$ cat config.mk
export PLATFORM = sky130hd
export DESIGN_NAME = event_irq_ctrl
export DESIGN_NICKNAME = d
export VERILOG_FILES = /design/src/rtl/lei_pkg.sv /design/src/rtl/lei_status_group.sv /design/src/rtl/lei_qualify.sv /design/src/rtl/lei_regs.sv /design/src/rtl/event_irq_ctrl.sv
export SDC_FILE = /design/constraint.sdc
export NUM_CORES = 1
export LEC_CHECK = 0
export BUFFER_PORTS_ARGS = -buffer_cell sky130_fd_sc_hd__buf_2
export CAP_MARGIN = 30
export CORE_ASPECT_RATIO = 1.25
export CORE_MARGIN = 10
export CORE_UTILIZATION = 52
export DETAILED_ROUTE_END_ITERATION = 8
export PLACE_DENSITY = 0.91
export SYNTH_ARGS = -nofsm -noshare
export SYNTH_HDL_FRONTEND = slang
export SYNTH_SLANG_ARGS = --single-unit
$ cat constraint.sdc
create_clock -name clk -period 2.22 [get_ports clk]
set_input_delay 0.222 -clock clk [delete_from_list [all_inputs] [get_ports clk]]
set_output_delay 0.222 -clock clk [all_outputs]
set_load 0.05 [all_outputs]
$ cat src/rtl/lei_pkg.sv
package lei_pkg;

   typedef enum logic [1:0] {
      MODE_RUN     = 2'd0,
      MODE_RUN_REQ = 2'd1,
      MODE_STOP    = 2'd2,
      MODE_SLEEP   = 2'd3
   } pwr_mode_e;

   // run-time faults are reported only while the device is running
   function automatic logic fault_qualified(pwr_mode_e m);
      return (m == MODE_RUN) || (m == MODE_RUN_REQ);
   endfunction

   // wake events are also reported when they arrive during Stop
   function automatic logic wake_qualified(pwr_mode_e m);
      return (m != MODE_SLEEP);
   endfunction

endpackage

$ cat src/rtl/lei_status_group.sv
module lei_status_group #(
   parameter int GRP_W = 4
) (
   input  logic             clk,
   input  logic             rst,
   input  logic [GRP_W-1:0] evt,
   input  logic             clr,
   output logic [GRP_W-1:0] bits
);

   // a read clears all bits it returned; events on the same edge survive
   always_ff @(posedge clk) begin
      if (rst)
         bits <= '0;
      else if (clr)
         bits <= evt;
      else
         bits <= bits | evt;
   end

   for (genvar i = 0; i < GRP_W; i++) begin : g_chk
      p_sticky_set_r2: assert property (@(posedge clk) disable iff (rst)
         evt[i] |=> bits[i]);
      p_sticky_hold_r2: assert property (@(posedge clk) disable iff (rst)
         (bits[i] && !clr) |=> bits[i]);
      p_clear_on_read_r3: assert property (@(posedge clk) disable iff (rst)
         (clr && !evt[i]) |=> !bits[i]);
      p_set_wins_r4: assert property (@(posedge clk) disable iff (rst)
         (clr && evt[i]) |=> bits[i]);
   end

endmodule

$ cat src/rtl/lei_qualify.sv
module lei_qualify
   import lei_pkg::*;
#(
   parameter int               N_SRC    = 8,
   parameter logic [N_SRC-1:0] WAKE_SRC = '0
) (
   input  logic [N_SRC-1:0] status,
   input  logic [N_SRC-1:0] mask,
   input  pwr_mode_e        mode,
   output logic             pending
);

   logic [N_SRC-1:0] gate;

   for (genvar i = 0; i < N_SRC; i++) begin : g_src
      if (WAKE_SRC[i]) begin : g_wake
         assign gate[i] = wake_qualified(mode);
      end else begin : g_fault
         assign gate[i] = fault_qualified(mode);
      end
   end

   assign pending = |(status & mask & gate);

endmodule

$ cat src/rtl/lei_regs.sv
module lei_regs #(
   parameter int               N_SRC    = 8,
   parameter int               GRP_W    = 4,
   parameter logic [N_SRC-1:0] MASK_RST = '1,
   parameter int               ADDR_W   = 2
) (
   input  logic              clk,
   input  logic              rst,
   input  logic              rd,
   input  logic              wr,
   input  logic [ADDR_W-1:0] addr,
   input  logic [GRP_W-1:0]  wdata,
   input  logic [N_SRC-1:0]  status,
   output logic [N_SRC-1:0]  mask,
   output logic [GRP_W-1:0]  rdata,
   output logic [N_SRC/GRP_W-1:0] clr_grp
);

   localparam int NGRP = N_SRC / GRP_W;

   logic [GRP_W-1:0] rd_val;

   always_comb begin
      rd_val  = '0;
      clr_grp = '0;
      for (int g = 0; g < NGRP; g++) begin
         if (addr == ADDR_W'(g)) begin
            rd_val     = rd_val | status[g*GRP_W +: GRP_W];
            clr_grp[g] = rd;
         end
         if (addr == ADDR_W'(NGRP + g))
            rd_val = rd_val | mask[g*GRP_W +: GRP_W];
      end
   end

   always_ff @(posedge clk) begin
      if (rst) begin
         mask  <= MASK_RST;
         rdata <= '0;
      end else begin
         if (rd)
            rdata <= rd_val;
         for (int g = 0; g < NGRP; g++)
            if (wr && addr == ADDR_W'(NGRP + g))
               mask[g*GRP_W +: GRP_W] <= wdata;
      end
   end

   p_mask_hold_r5: assert property (@(posedge clk) disable iff (rst)
      !wr |=> $stable(mask));
   p_mask_write_r5: assert property (@(posedge clk) disable iff (rst)
      (wr && addr == ADDR_W'(NGRP)) |=> (mask[GRP_W-1:0] == $past(wdata)));
   p_read_hold_r3: assert property (@(posedge clk) disable iff (rst)
      !rd |=> $stable(rdata));

endmodule

$ cat src/rtl/event_irq_ctrl.sv
module event_irq_ctrl
   import lei_pkg::*;
#(
   parameter int               N_SRC    = 8,
   parameter int               GRP_W    = 4,
   parameter logic [N_SRC-1:0] WAKE_SRC = 8'hC0,
   parameter logic [N_SRC-1:0] MASK_RST = '1,
   localparam int              NGRP     = N_SRC / GRP_W,
   localparam int              ADDR_W   = $clog2(2 * NGRP)
) (
   input  logic              clk,
   input  logic              rst,
   input  logic [N_SRC-1:0]  evt_i,
   input  logic [1:0]        mode_i,
   input  logic              rd_i,
   input  logic              wr_i,
   input  logic [ADDR_W-1:0] addr_i,
   input  logic [GRP_W-1:0]  wdata_i,
   output logic [GRP_W-1:0]  rdata_o,
   output logic              irq_n_o
);

   if (GRP_W < 1 || N_SRC < GRP_W) begin : g_bad_width
      $error("event_irq_ctrl: GRP_W must be at least 1 and at most N_SRC");
   end
   if (N_SRC % GRP_W != 0) begin : g_bad_split
      $error("event_irq_ctrl: N_SRC must be a multiple of GRP_W");
   end

   pwr_mode_e        mode;
   logic [N_SRC-1:0] status;
   logic [N_SRC-1:0] mask;
   logic [NGRP-1:0]  clr_grp;
   logic             pending;

   assign mode = pwr_mode_e'(mode_i);

   for (genvar g = 0; g < NGRP; g++) begin : g_grp
      lei_status_group #(.GRP_W(GRP_W)) i_grp (
         .clk  (clk),
         .rst  (rst),
         .evt  (evt_i[g*GRP_W +: GRP_W]),
         .clr  (clr_grp[g]),
         .bits (status[g*GRP_W +: GRP_W])
      );
   end

   lei_regs #(
      .N_SRC(N_SRC), .GRP_W(GRP_W), .MASK_RST(MASK_RST), .ADDR_W(ADDR_W)
   ) i_regs (
      .clk     (clk),
      .rst     (rst),
      .rd      (rd_i),
      .wr      (wr_i),
      .addr    (addr_i),
      .wdata   (wdata_i),
      .status  (status),
      .mask    (mask),
      .rdata   (rdata_o),
      .clr_grp (clr_grp)
   );

   lei_qualify #(.N_SRC(N_SRC), .WAKE_SRC(WAKE_SRC)) i_qual (
      .status  (status),
      .mask    (mask),
      .mode    (mode),
      .pending (pending)
   );

   always_ff @(posedge clk) begin
      if (rst)
         irq_n_o <= 1'b1;
      else
         irq_n_o <= !pending;
   end

   p_reset_state_r1: assert property (@(posedge clk)
      rst |=> (irq_n_o && rdata_o == '0 && status == '0));
   p_irq_fall_r9: assert property (@(posedge clk) disable iff (rst)
      pending |=> !irq_n_o);
   p_irq_rise_r9: assert property (@(posedge clk) disable iff (rst)
      !pending |=> irq_n_o);
   p_sleep_quiet_r8: assert property (@(posedge clk) disable iff (rst)
      (mode == MODE_SLEEP) |=> irq_n_o);
   p_masked_quiet_r5: assert property (@(posedge clk) disable iff (rst)
      ((status & mask) == '0) |=> irq_n_o);

endmodule

# Yosys cells after proc, flatten, opt, wreduce, memory -nomap -nowiden
# Index checks and enable logic that the tools add are counted.
dict set report classes {
  n_eq_ne 5
  n_mux 8
  n_bitwise 7
  n_reduce_logical 7
}
# op n
set op_table {}
lappend op_table {{2-to-1 mux 4 bit} 6}
lappend op_table {{OR 4 bit} 5}
lappend op_table {{AND 8 bit} 2}
lappend op_table {{OR reduction 8 bit} 1}
lappend op_table {{== test 2 x 1 -> 1 bit, second input constant} 2}
lappend op_table {{== test 2 bit, second input constant} 2}
lappend op_table {{logical NOT 2 bit} 2}
lappend op_table {{logical AND 1 bit} 2}
lappend op_table {{2-to-1 mux 1 bit} 2}
lappend op_table {{!= test 2 bit, second input constant} 1}
lappend op_table {{logical NOT 1 bit} 1}
lappend op_table {{logical OR 1 bit} 1}
dict set report word_totals {
  register_bits 21
  out_inout_bits 5
  elab_cells 33
}

# Logic depth before layout (Yosys ltp)
dict set report logic_depth {
  depth_word 8
  depth_mapped 4
  depth_no_buf 3
}

# By module
# From an unflattened synthesis, not the netlist that was laid out.
dict set report unflattened {
  hier_cells 100
  area_unflattened_um2 1009.7
}
# mod n_inst cells_each area_each_um2
set modules_own_cells {}
lappend modules_own_cells {lei_regs 1 60 653.1}
lappend modules_own_cells {lei_status_group 2 16 140.1}
lappend modules_own_cells {lei_qualify 1 6 50.0}
lappend modules_own_cells {event_irq_ctrl 1 2 26.3}

# Worst setup path after synthesis
# No wires, ideal clock.
dict set report synth_path {
  path_kind {input to register}
  from {input port addr_i[0]}
  to {register i_regs.rdata[1]}
  arrival_time_ps 986
  setup_slack_ps 1106
  stages 4
  n_path_buf 1
  path_cell_list {buf_6 -> mux4_2 -> mux2i_1 -> nor2_1}
}
dict set report synth_via {
  elab_chain_cells 8
  word_cells_on_any_way 11
  cone_classes {eq/ne: 3; mux: 4; bitwise: 3; reduce/logical: 1}
}
# item line
set synth_lines {}
lappend synth_lines {{start, declared} event_irq_ctrl.sv:17} ;# input logic [ADDR_W-1:0] addr_i,
lappend synth_lines {{logical NOT 2 bit} lei_regs.sv:27} ;# if (addr == ADDR_W'(g)) begin
lappend synth_lines {{2-to-1 mux 4 bit} lei_regs.sv:27}
lappend synth_lines {{OR 4 bit} lei_regs.sv:32} ;# rd_val = rd_val | mask[g*GRP_W +: GRP_W];
lappend synth_lines {{2-to-1 mux 4 bit} lei_regs.sv:31} ;# if (addr == ADDR_W'(NGRP + g))
lappend synth_lines {{OR 4 bit} lei_regs.sv:28} ;# rd_val = rd_val | status[g*GRP_W +: GRP_W];
lappend synth_lines {{2-to-1 mux 4 bit} lei_regs.sv:27}
lappend synth_lines {{OR 4 bit} lei_regs.sv:32}
lappend synth_lines {{2-to-1 mux 4 bit (*)} lei_regs.sv:31}
lappend synth_lines {{end signal, assigned} lei_regs.sv:42} ;# rdata <= rd_val;
lappend synth_lines {{end, declared} lei_regs.sv:15} ;# output logic [GRP_W-1:0] rdata,
# Every way passes the cells marked *; elsewhere a longest branch is shown, timed or not.
# A chain may end at the register's enable or synchronous reset.

# Final worst setup path
dict set report layout_path {
  from {register i_regs.rdata[0]}
  to {output port rdata_o[0]}
}
# item line
set layout_rtl {}
lappend layout_rtl {{end, declared} event_irq_ctrl.sv:19} ;# output logic [GRP_W-1:0] rdata_o,
# No word-level cell between the ends.

==> results by group <==
Placement
  – Placed cell area: approximately 970 um2
  – PortBufs: 24
  – Placed cells: approximately 120
  – Routability cong.: 0.7339
  – HPWL after DPL: between 1 and 1.5 mm

Yosys
  – Synth area leader: dfxtp_1
  – Synth top area share: between 40 and 50%
  – Register area share after synthesis: between 40% and 50%
  – Syn Area/Cell: just over 10 um2
  – Number of synthesized flops with an enable pin: 0
  – Synth Register Bits: 21
  – Netlist Area Pre-Place: between 800 and 900 um2
  – Largest cells by area after synthesis: dfxtp_1 49%, mux4_2 11%, nor2_1 8.8%
  – Netlist cell types: 17
  – Post-synth ARST share: 0%
  – Post-Synthesis Cells: 85
  – Mapped Nets: between 100 and 150
  – Yosys warns: 0
  – Main synth FF type: dfxtp_1

Setup path
  – Worst path max stage delay: 350 ps
  – Critical path type: flop to primary output
  – WP buf/inv: 1
  – Worst Path Required: approximately 2000 ps
  – Crit path launch type: flop
  – Crit-path slowest cell: dfxtp_1
  – R2R Setup Slk: 1110 ps
  – Reg2Reg Launch Point: i_regs.mask[6]$_SDFFE_PP1P_
  – Cells on worst reg2reg path: 3
  – Delay-heaviest family, CP: flip-flops
  – Setup crit end kind: primary output
  – Crit path DAT: around 910 ps
  – Worst-path fanout max: 2
  – Worst path cell trace: buf_2
  – Worst R2R End: i_regs.rdata[2]$_SDFFE_PP0P_

Run status
  – Status: complete, no violations

Timing
  – Hold_ws: between 100 and 150 ps
  – FMAX: between 800 and 900 MHz
  – Final Setup Violations: 0
  – Relative slew slack: 76.05%
  – Final hold vios: 0
  – Slew Viols, Final: 0
  – Final Cycle Share: 51.09%
  – Worst Skew: just over 0.5 ps
  – Min Clock Period, post-route: about 1100 ps
  – Measured slew at the worst slew-check pin: between 300 and 400 ps
  – Setup TNS: 0 ps
  – RSZ-0062 raised after global routing: false

Clock tree
  – CTS max path bufs: 2
  – Worst-skew pair later-pin latency: roughly 290 ps
  – Clock sinks: 21
  – Clock root cell: clkbuf_4
  – Post CTS Setup Buffer Count: 0
  – # hold bufs at CTS: 0
  – Clock slew at reported path FFs: ~110 ps
  – Post-cts repair resize count: 0
  – Number of CTS-inserted buffers: 3
  – H-Tree Depth: 1
  – CTS tree: built

Drt
  – Drt first pass iters: 4
  – Drt via density: between 5 and 6
  – Post-DRT Antenna Nets: 0
  – Remaining DRCs: 0
  – Per-cell routed wire length: about 14 um
  – Routed Wire Length: 1.823 mm
  – First DRT Iteration DRCs: 17
  – Vias: between 600 and 700

Pwr
  – Clk pwr share: about a quarter
  – Worst VDD drop: between 300 and 400 uV
  – Internal power: roughly 530 uW
  – Switching power: a little under 200 uW
  – Seq pwr share: 58.5%
  – PD cells: 723.5 mW/mm2
  – Sw frac: a little over a quarter
  – Lkg Pwr: between 0.4 and 0.5 nW
  – Combinational power share: 16.9%

Final layout
  – Fillers: between 100 and 150
  – NumNets Final: between 100 and 150
  – Area Overhead vs Synth: 16.37%
  – Finished Layout Cells: between 100 and 150
  – Finished Cell Area: approximately 1000 um2
  – N_diodes: 0
  – Layout cell share with drive strength beyond 1: between 20% and 30%

Die
  – DIE WIDTH: roughly 56 um
  – Die height: about 65 um
  – I/O pins: 25
  – Placeable core region: between 0.0015 and 0.002 mm2
  – Initial Util: a little over half
  – Row cnt: 16
  – Die area: roughly 0.0037 mm2

Run
  – Max cap viols: 0

Global routing
  – Grt total ovfl: 0
  – Initial antenna violation count: 0
  – First-pass GRT wire length: around 3.1 mm
  – Vias in the first global route: just over 700
  – GRT Util Overall: about 10%
  – Largest net degree at the start of global routing: 22

Min path
  – Source of the worst hold timing path: evt_i[7]
  – HP Class: primary input to flop
  – Hold endpoint: g_grp[1].i_grp.bits[3]$_SDFF_PP0_
  – Worst Hold Depth: 3
==> per-layer routing <==
| layer | vias to the layer above | part of all wire (%) | track usage (%) |
|---|---|---|---|
| met4 | 0 | 1.5 | 4.518 |
| li1 | 349 | - | - |
| met2 | 18 | 53 | 18.75 |
| met1 | 322 | 40 | 10.24 |
| met5 | - | 0 | 0 |
| met3 | 4 | 5.2 | 2.885 |
==> final cells by class <==
class	count	area (um2)	share of cell area (%)
Tap cell	18	22.52	2.261
Clock buffer	4	26.28	2.638
Timing Repair Buffer	24	120.1	12.06
Sequential cell	21	420.4	42.21
Multi-Input combinational cell	55	391.6	39.32
Inverter	4	15.01	1.508
==> synthesized netlist by cell type (all sizes together), types with 2 or more instances <==
library cell	number
inv	4
a211o	8
buf	3
dfxtp	21
a22oi	3
mux2i	4
a21oi	9
mux4	4
nor2	20
clkbuf	2
nand3b	2
==> logic make-up after synthesis <==
family,after synthesis,share of synthesized area [%]
AND/OR/NAND/NOR,24,12.13
AO/OA/AOI/OAI,23,18.42
flip-flops,21,49.12
multiplexers,8,15.21
buffers and inverters,9,5.117
==> registers in the layout, indices dropped and copies added (netlist names) <==
signal,cells
i_regs.rdata,4
irq_n_o,1
i_regs.mask,8
g_grp.i_grp.bits,8
==> power groups by stage <==
stage          combinational, mW  clock [mW]  sequential [mW]
6_report                   0.122       0.178            0.421
3_3_place_gp               0.119           0            0.428
2_1_floorplan             0.0652           0            0.452
5_1_grt                    0.135       0.197            0.424
3_5_place_dp               0.123           0            0.430
4_1_cts                    0.123       0.185            0.421
==> how the worst max path moves through the flow <==
| stage | start | end | slack [ps] | cells past startpoint |
|---|---|---|---|---|
| after floorplan | addr_i[0] | i_regs.rdata[1]$_SDFFE_PP0P_ | 1110 | 4 |
| after global placement | addr_i[0] | i_regs.rdata[3]$_SDFFE_PP0P_ | 980 | 4 |
| after detailed placement | addr_i[0] | i_regs.rdata[3]$_SDFFE_PP0P_ | 970 | 4 |
| after CTS | i_regs.rdata[2]$_SDFFE_PP0P_ | rdata_o[2] | 1080 | 1 |
| after global routing | i_regs.rdata[2]$_SDFFE_PP0P_ | rdata_o[2] | 1050 | 1 |
| final | i_regs.rdata[0]$_SDFFE_PP0P_ | rdata_o[0] | 1090 | 1 |
==> layout by cell type (no fill, tap or decap) <==
cell / count
dfxtp_1: 21
a21oi_1: 9
nor2_1: 20
nand3b_1: 2
nand3_1: 1
mux4_2: 4
clkbuf_1: 1
clkbuf_4: 3
or3b_1: 1
a22oi_1: 3
mux2i_1: 4
buf_2: 24
o21ai_0: 1
inv_1: 4
a211o_1: 8
a22o_1: 1
a31oi_1: 1
==> per-stage QoR <==
| step | utilization (%) | total power, mW | setup slack [ps] |
|---|---|---|---|
| after floorplan | - | 0.5171 | 1106 |
| after global placement | 62.10 | 0.5476 | 983.8 |
| after detailed placement | 62.10 | 0.5525 | 966.4 |
| after CTS | 63.78 | 0.7287 | 1076 |
| after global routing | 63.78 | 0.7562 | 1050 |
| final | 63.78 | 0.7205 | 1086 |
No activity file was read; power rests on OpenSTA's default activity.
